`config.mk`:
```
export PLATFORM = sky130hd
export DESIGN_NAME = spi_host_shifter
export DESIGN_NICKNAME = d
export VERILOG_FILES = /design/src/rtl/spi_eng_pkg.sv /design/src/rtl/spi_baud_gen.sv /design/src/rtl/spi_shift_core.sv /design/src/rtl/spi_host_shifter.sv
export SDC_FILE = /design/constraint.sdc
export NUM_CORES = 1
export LEC_CHECK = 0
export BUFFER_PORTS_ARGS = -buffer_cell sky130_fd_sc_hd__buf_4
export CAP_MARGIN = 25
export CORE_UTILIZATION = 45
export DETAILED_ROUTE_END_ITERATION = 8
export PLACE_DENSITY = 0.65
export SLEW_MARGIN = 40
export SYNTH_ARGS = -nofsm -noshare
export SYNTH_HDL_FRONTEND = slang
export SYNTH_HIERARCHICAL = 1
export SYNTH_SLANG_ARGS = --single-unit
```
`constraint.sdc`:
```
create_clock -name clk_i -period 4.2 [get_ports clk_i]
set_clock_uncertainty 0.05 [all_clocks]
set_input_delay 0.84 -clock clk_i [delete_from_list [all_inputs] [get_ports clk_i]]
set_output_delay 0.84 -clock clk_i [all_outputs]
set_load 0.1 [all_outputs]
```
`src/rtl/spi_eng_pkg.sv`:
```
package spi_eng_pkg;
  typedef enum logic [1:0] {
    ST_IDLE  = 2'd0,
    ST_SHIFT = 2'd1,
    ST_DONE  = 2'd2
  } eng_state_e;

  localparam logic [2:0] A_SHIFT = 3'd0;
  localparam logic [2:0] A_HOLD  = 3'd1;
  localparam logic [2:0] A_RECV  = 3'd2;
  localparam logic [2:0] A_CTRL  = 3'd3;
  localparam logic [2:0] A_STAT  = 3'd4;

  localparam int ST_FULL_BIT = 0;
  localparam int ST_OVR_BIT  = 1;
  localparam int ST_BUSY_BIT = 2;
  localparam int ST_PEND_BIT = 3;
endpackage

```
`src/rtl/spi_baud_gen.sv`:
```
module spi_baud_gen #(
  parameter int BAUD_W  = 7,
  parameter int MIN_DIV = 4
) (
  input  logic              clk_i,
  input  logic              rst_ni,
  input  logic              run_i,
  input  logic [BAUD_W-1:0] baud_i,
  output logic              rise_o,
  output logic              fall_o
);
  localparam int CW = BAUD_W + 1;

  logic [CW-1:0] div, lo_len, cnt_q;

  // small codes clamp to the minimum divider
  always_comb begin
    if (baud_i < BAUD_W'(MIN_DIV - 1)) div = CW'(MIN_DIV);
    else                               div = {1'b0, baud_i} + CW'(1);
    lo_len = div >> 1;
  end

  always_ff @(posedge clk_i or negedge rst_ni) begin
    if (!rst_ni)                   cnt_q <= '0;
    else if (!run_i)               cnt_q <= '0;
    else if (cnt_q >= div - CW'(1)) cnt_q <= '0;
    else                           cnt_q <= cnt_q + CW'(1);
  end

  assign rise_o = run_i && (cnt_q == lo_len - CW'(1));
  assign fall_o = run_i && (cnt_q == div - CW'(1));

  a_r4_cnt_range: assert property (@(posedge clk_i) disable iff (!rst_ni)
    run_i |-> (cnt_q < div))
    else $error("a_r4_cnt_range");

  a_r4_idle_zero: assert property (@(posedge clk_i) disable iff (!rst_ni)
    !run_i |=> (cnt_q == '0))
    else $error("a_r4_idle_zero");
endmodule

```
`src/rtl/spi_shift_core.sv`:
```
module spi_shift_core
  import spi_eng_pkg::*;
#(
  parameter int DATA_W = 16,
  parameter int LEN_W  = $clog2(DATA_W)
) (
  input  logic              clk_i,
  input  logic              rst_ni,
  input  logic              start_i,
  input  logic [DATA_W-1:0] load_i,
  input  logic [LEN_W-1:0]  len_m1_i,
  input  logic              rise_i,
  input  logic              fall_i,
  input  logic              miso_i,
  output logic              run_o,
  output logic              sclk_o,
  output logic              mosi_o,
  output logic              cs_no,
  output logic [DATA_W-1:0] shreg_o,
  output logic              busy_o,
  output logic              done_o
);
  eng_state_e        state_q;
  logic [DATA_W-1:0] sh_q;
  logic [LEN_W-1:0]  bit_q, len_q;
  logic              sclk_q, cs_q, samp_q;

  always_ff @(posedge clk_i or negedge rst_ni) begin
    if (!rst_ni) begin
      state_q <= ST_IDLE;
      sh_q    <= '0;
      bit_q   <= '0;
      len_q   <= '0;
      sclk_q  <= 1'b0;
      cs_q    <= 1'b1;
      samp_q  <= 1'b0;
    end else begin
      unique case (state_q)
        ST_IDLE: if (start_i) begin
          sh_q    <= load_i;
          len_q   <= len_m1_i;
          bit_q   <= '0;
          cs_q    <= 1'b0;
          state_q <= ST_SHIFT;
        end
        ST_SHIFT: begin
          if (rise_i) begin
            sclk_q <= 1'b1;
            samp_q <= miso_i;
          end
          if (fall_i) begin
            sclk_q <= 1'b0;
            sh_q   <= {sh_q[DATA_W-2:0], samp_q};
            if (bit_q == len_q) begin
              cs_q    <= 1'b1;
              state_q <= ST_DONE;
            end else begin
              bit_q <= bit_q + LEN_W'(1);
            end
          end
        end
        ST_DONE: state_q <= ST_IDLE;
        default: state_q <= ST_IDLE;
      endcase
    end
  end

  assign run_o   = (state_q == ST_SHIFT);
  assign busy_o  = (state_q != ST_IDLE);
  assign done_o  = (state_q == ST_DONE);
  assign sclk_o  = sclk_q;
  assign cs_no   = cs_q;
  assign mosi_o  = sh_q[DATA_W-1];
  assign shreg_o = sh_q;

  a_r3_idle_lines: assert property (@(posedge clk_i) disable iff (!rst_ni)
    (state_q != ST_SHIFT) |-> (cs_q && !sclk_q))
    else $error("a_r3_idle_lines");

  a_r3_bit_bound: assert property (@(posedge clk_i) disable iff (!rst_ni)
    run_o |-> (bit_q <= len_q))
    else $error("a_r3_bit_bound");

  a_r2_hold_between: assert property (@(posedge clk_i) disable iff (!rst_ni)
    (run_o && !fall_i) |=> $stable(sh_q))
    else $error("a_r2_hold_between");

  a_r3_no_both_edges: assert property (@(posedge clk_i) disable iff (!rst_ni)
    !(rise_i && fall_i))
    else $error("a_r3_no_both_edges");
endmodule

```
`src/rtl/spi_host_shifter.sv`:
```
module spi_host_shifter
  import spi_eng_pkg::*;
#(
  parameter int DATA_W = 16,
  parameter int BAUD_W = 7,
  parameter int ADDR_W = 3
) (
  input  logic              clk_i,
  input  logic              rst_ni,
  input  logic [ADDR_W-1:0] addr_i,
  input  logic              wr_en_i,
  input  logic [DATA_W-1:0] wr_data_i,
  input  logic              rd_en_i,
  output logic [DATA_W-1:0] rd_data_o,
  output logic              sclk_o,
  output logic              mosi_o,
  input  logic              miso_i,
  output logic              cs_no,
  output logic              irq_o
);
  localparam int LEN_W    = $clog2(DATA_W);
  localparam int BAUD_LSB = LEN_W;
  localparam int IEN_BIT  = LEN_W + BAUD_W;
  localparam int CTRL_W   = IEN_BIT + 1;

  logic [DATA_W-1:0] hold_q, recv_q, shreg;
  logic [CTRL_W-1:0] ctrl_q;
  logic              pend_q, full_q, ovr_q;
  logic              busy, done, run, rise, fall;
  logic              wr_shift, wr_hold, wr_ctrl, wr_stat, rd_recv;
  logic              start_cpu, start_buf, start;
  logic [DATA_W-1:0] load_val;

  assign wr_shift = wr_en_i && (addr_i == ADDR_W'(A_SHIFT));
  assign wr_hold  = wr_en_i && (addr_i == ADDR_W'(A_HOLD));
  assign wr_ctrl  = wr_en_i && (addr_i == ADDR_W'(A_CTRL));
  assign wr_stat  = wr_en_i && (addr_i == ADDR_W'(A_STAT));
  assign rd_recv  = rd_en_i && (addr_i == ADDR_W'(A_RECV));

  // a direct shift-register write wins over a pending held value
  assign start_cpu = wr_shift && !busy;
  assign start_buf = pend_q && !busy && !wr_shift;
  assign start     = start_cpu || start_buf;
  assign load_val  = start_cpu ? wr_data_i : hold_q;

  spi_baud_gen #(.BAUD_W(BAUD_W)) u_baud (
    .clk_i  (clk_i),
    .rst_ni (rst_ni),
    .run_i  (run),
    .baud_i (ctrl_q[BAUD_LSB +: BAUD_W]),
    .rise_o (rise),
    .fall_o (fall)
  );

  spi_shift_core #(.DATA_W(DATA_W), .LEN_W(LEN_W)) u_core (
    .clk_i    (clk_i),
    .rst_ni   (rst_ni),
    .start_i  (start),
    .load_i   (load_val),
    .len_m1_i (ctrl_q[LEN_W-1:0]),
    .rise_i   (rise),
    .fall_i   (fall),
    .miso_i   (miso_i),
    .run_o    (run),
    .sclk_o   (sclk_o),
    .mosi_o   (mosi_o),
    .cs_no    (cs_no),
    .shreg_o  (shreg),
    .busy_o   (busy),
    .done_o   (done)
  );

  always_ff @(posedge clk_i or negedge rst_ni) begin
    if (!rst_ni) begin
      hold_q <= '0;
      pend_q <= 1'b0;
      ctrl_q <= '0;
    end else begin
      if (wr_hold)   hold_q <= wr_data_i;
      if (wr_hold)   pend_q <= 1'b1;
      else if (start_buf) pend_q <= 1'b0;
      if (wr_ctrl)   ctrl_q <= wr_data_i[CTRL_W-1:0];
    end
  end

  // completion outranks a same-cycle read of the receive register
  always_ff @(posedge clk_i or negedge rst_ni) begin
    if (!rst_ni) begin
      recv_q <= '0;
      full_q <= 1'b0;
      ovr_q  <= 1'b0;
    end else begin
      if (done) recv_q <= shreg;
      if (done)         full_q <= 1'b1;
      else if (rd_recv) full_q <= 1'b0;
      if (done && full_q && !rd_recv)         ovr_q <= 1'b1;
      else if (wr_stat && wr_data_i[ST_OVR_BIT]) ovr_q <= 1'b0;
    end
  end

  always_comb begin
    rd_data_o = '0;
    unique case (addr_i)
      ADDR_W'(A_SHIFT): rd_data_o = shreg;
      ADDR_W'(A_HOLD):  rd_data_o = hold_q;
      ADDR_W'(A_RECV):  rd_data_o = recv_q;
      ADDR_W'(A_CTRL):  rd_data_o = DATA_W'(ctrl_q);
      ADDR_W'(A_STAT): begin
        rd_data_o[ST_FULL_BIT] = full_q;
        rd_data_o[ST_OVR_BIT]  = ovr_q;
        rd_data_o[ST_BUSY_BIT] = busy;
        rd_data_o[ST_PEND_BIT] = pend_q;
      end
      default: rd_data_o = '0;
    endcase
  end

  assign irq_o = ctrl_q[IEN_BIT] & full_q;

  a_r7_flag_on_done: assert property (@(posedge clk_i) disable iff (!rst_ni)
    done |=> full_q)
    else $error("a_r7_flag_on_done");

  a_r7_recv_captures: assert property (@(posedge clk_i) disable iff (!rst_ni)
    done |=> (recv_q == $past(shreg)))
    else $error("a_r7_recv_captures");

  a_r10_ovr_set: assert property (@(posedge clk_i) disable iff (!rst_ni)
    (done && full_q && !rd_recv) |=> ovr_q)
    else $error("a_r10_ovr_set");

  a_r9_read_clears: assert property (@(posedge clk_i) disable iff (!rst_ni)
    (rd_recv && !done) |=> !full_q)
    else $error("a_r9_read_clears");

  a_r6_pend_launch: assert property (@(posedge clk_i) disable iff (!rst_ni)
    (pend_q && !busy) |=> busy)
    else $error("a_r6_pend_launch");

  a_r5_busy_ignores: assert property (@(posedge clk_i) disable iff (!rst_ni)
    (busy && !done && wr_shift) |=> busy)
    else $error("a_r5_busy_ignores");
endmodule

```
==> flow_metrics.tcl <==
set metrics [dict create \
    status "complete, no violations" \
    antenna_cells 0 \
    vias 3672 \
    areaGrowthSynthToFinish_pct 15.9 \
    start_kind "flop" \
    avgViaCountPerCell 5.63 \
    p_leak_nw 2.72 \
    dieArea_sq_mm 0.0118 \
    powerDensity_mw_per_mm2 588 \
    crit_buf_inv 2 \
    grt_pass1_wl_mm 19.3 \
    cpPeakStageDelay_ps 460 \
    die_y_microns 109 \
    dieWidth_microns 109 \
    yosys_most_used_dff "dfrtp_1" \
    routed_wl_mm 11.8 \
    finalSetupViolations 0 \
    grt_max_degree 85 \
    fillCellCount 963 \
    synthDistinctLibCells 65 \
    fin_hold_ws_ps 447 \
    rsz0062_at_grt "false" \
    cp_max_fo 33 \
    cap_violations 0 \
    crit_required_ps 4370 \
    syn_avg_cell_area_sq_um 11.0 \
    cts_tree "built" \
    period_needed_ps 3900 \
    synthTopCellsByArea "dfrtp_1 41%, mux2_2 14%, mux2i_1 5.9%, nand2_1 3.7%, mux4_2 3.5%" \
    synth_top_cell_by_area "dfrtp_1" \
    drive_above_1_share_pct 32.2 \
    core_sq_mm 0.0110 \
    syn_inst 464 \
    cts_root_buf "clkbuf_16" \
    synth_edf_count 0 \
    yosysWarnings 6 \
    finalHoldViolations 0 \
    seq_area_frac_synth_pct 41.1 \
    start_util_pct 46.7 \
    synth_nets 502 \
    first_global_vias 3694 \
    htree_levels 3 \
    io_pins 44 \
    slew_violations 0 \
    portBuffers 43 \
    ir_drop_mv 0.286 \
    synth_top_area_share_pct 40.5 \
    yosys_register_bits 84 \
    r2r_setup_slack_ps 300 \
    worst_pin_slew_ps 690 \
    timing.fmax_mhz 257 \
    cp_top_family "compound AO/OA/AOI/OAI gates" \
    clockBufferDepth 2 \
    max-slew-margin-rel_pct 54.0 \
    crit_path_frequent_cell "ha_1" \
    cts_buffers 9 \
    arrival_ps 4060 \
    final_nets 546 \
    crit_slowest_cell "dfrtp_1" \
    rows 38 \
    grt_usage_pct 21.7 \
    drc 0 \
    antenna_found_initial 0 \
    clock_latency_ps 350 \
    hold_path_class "reg -> reg" \
    cts.sinks 84 \
    ant_nets 0 \
    finalSetupTns_ps 0 \
    postCtsHoldBufs 0 \
    utilization_pct 54.1 \
    setup.worst_path.end_class "flop" \
    gp_congestion 0.814 \
    dp_hpwl_mm 8.02 \
    fin_crit_sh_pct 92.8 \
    path_cells "ha_1, xor2_1, a21oi_1, buf_4, ha_1, nor2b_1, a221oi_2, o2111a_1, a31oi_1, ha_1, nand3_1, nor3_1, mux2i_1, or2_1, buf_4, nand2_1, o21ai_1" \
    grt.overflow.total 0 \
    async_flop_share_pct 100 \
    netlist_area_sq_mm 0.00512 \
    clkTransAtPathRegs_ps 60 \
    dr.pass1.iters 4 \
    wl_per_cell_microns 18.1 \
    path_class "reg -> reg" \
    drt_iter0_markers 174 \
]
==> final cells by class <==
class / instances / area, sq um / share of cell area (%)
tap: 140 / 175 / 2.95
clock inverter: 4 / 73.8 / 1.24
multi-input combinational: 345 / 2870 / 48.4
clock buffer: 11 / 243 / 4.09
timing repair buffer: 56 / 427 / 7.18
inverter: 12 / 45.0 / 0.758
sequential: 84 / 2100 / 35.4
==> repair_timing <==
action / 4_1_cts / 5_1_grt
gates resized for setup: 0 / 6
endpoints found under the setup margin: 0 / 20
setup buffers: 0 / 0
==> sequential cells by signal, summed over array words and instances (netlist names) <==
| name | count |
|---|---|
| hold_q | 16 |
| full_q | 1 |
| u_core/bit_q | 4 |
| ovr_q | 1 |
| u_core/shreg_o | 16 |
| ctrl_q | 12 |
| u_core/samp_q | 1 |
| u_core/sclk_o | 1 |
| u_baud/cnt_q | 8 |
| u_core/len_q | 4 |
| u_core/state_q | 2 |
| u_core/cs_no | 1 |
| recv_q | 16 |
| pend_q | 1 |
==> worst paths after layout <==
kind,start,to,cells past startpoint
min in group asynchronous,rst_ni,u_baud/cnt_q[6]$_DFF_PN0_,1
worst min register to register,ctrl_q[0]$_DFFE_PN0P_,u_core/len_q[0]$_DFFE_PN0P_,2
worst min-delay path,ctrl_q[0]$_DFFE_PN0P_,u_core/len_q[0]$_DFFE_PN0P_,2
worst max register to register,ctrl_q[4]$_DFFE_PN0P_,u_core/shreg_o[6]$_DFFE_PN0P_,17
max in group asynchronous,rst_ni,ctrl_q[5]$_DFFE_PN0P_,1
worst max-delay path,ctrl_q[4]$_DFFE_PN0P_,u_core/shreg_o[6]$_DFFE_PN0P_,17
==> cells in the mapped netlist (all sizes together), types with 10 or more instances <==
library cell and number:
dfrtp 83, o21ai 17, buf 18, a21oi 10, mux2 65, nand2 51
xnor2 21, nor2b 11, nand3 12, inv 12, nor2 24, ha 14
mux2i 30
==> layer usage <==
metal / GRT usage, % / part of all wire (%) / up-vias
met4: 7.53 / 1.8 / 0
li1: - / - / 1739
met2: 35.9 / 49 / 68
met3: 4.42 / 3.2 / 17
met1: 28.2 / 46 / 1848
met5: 0 / 0 / -
==> tightest hold or removal path: cells and delay by family, from the launching register on <==
family,cells,cell delay (ps)
DFF,1,360
and+or+nand+nor,2,110
==> cell usage in the layout (no fill, tap or decap), types with 4 or more instances in the layout <==
cell | synthesis | final
a21o_1 | 4 | 4
nor2_1 | 23 | 23
or2_2 | 4 | 4
dfrtp_1 | 83 | 83
nor2b_1 | 11 | 11
clkbuf_16 | 0 | 9
xor2_1 | 8 | 8
a21oi_1 | 10 | 10
nand2b_1 | 5 | 5
inv_1 | 12 | 12
nand4_1 | 6 | 6
nand3_1 | 10 | 10
nand2_1 | 51 | 51
mux4_2 | 8 | 8
mux2_2 | 65 | 65
mux2i_1 | 30 | 30
ha_1 | 14 | 13
xnor2_1 | 20 | 20
nor3_1 | 5 | 4
buf_4 | 3 | 55
o21ai_1 | 14 | 14
==> cell families (layout without fill, tap and decap cells) <==
group	Yosys count	count (layout)	synth area share, %
AO/OA/AOI/OAI	60	60	8.35
adder cells (fa/ha/maj)	14	14	3.42
buffers and inverters	35	83	3.61
flip-flops	84	84	41.1
XOR/XNOR	30	30	5.79
multiplexers	103	103	23.7
AND/OR/NAND/NOR	138	138	14.1
==> power breakdown <==
part           switching [W]  internal [W]  leakage [nW]
clock network       0.000330      0.000534         0.156
logic               0.000823      0.000599          1.47
registers           0.000214      0.000995          1.09
==> stage by stage <==
stage / cells / worst slack, ps / power (W) / instance area [sq um]
after floorplan: 464 / 207 / 0.00227 / 5120
after global placement: 636 / 147 / 0.00258 / 5570
after detailed placement: 637 / 98.4 / 0.00262 / 5580
after CTS: 652 / 79.3 / 0.00349 / 5900
after global routing: 652 / 24.7 / 0.00370 / 5940
final: 652 / 303 / 0.00350 / 5940
No activity file was read; power rests on OpenSTA's default activity.
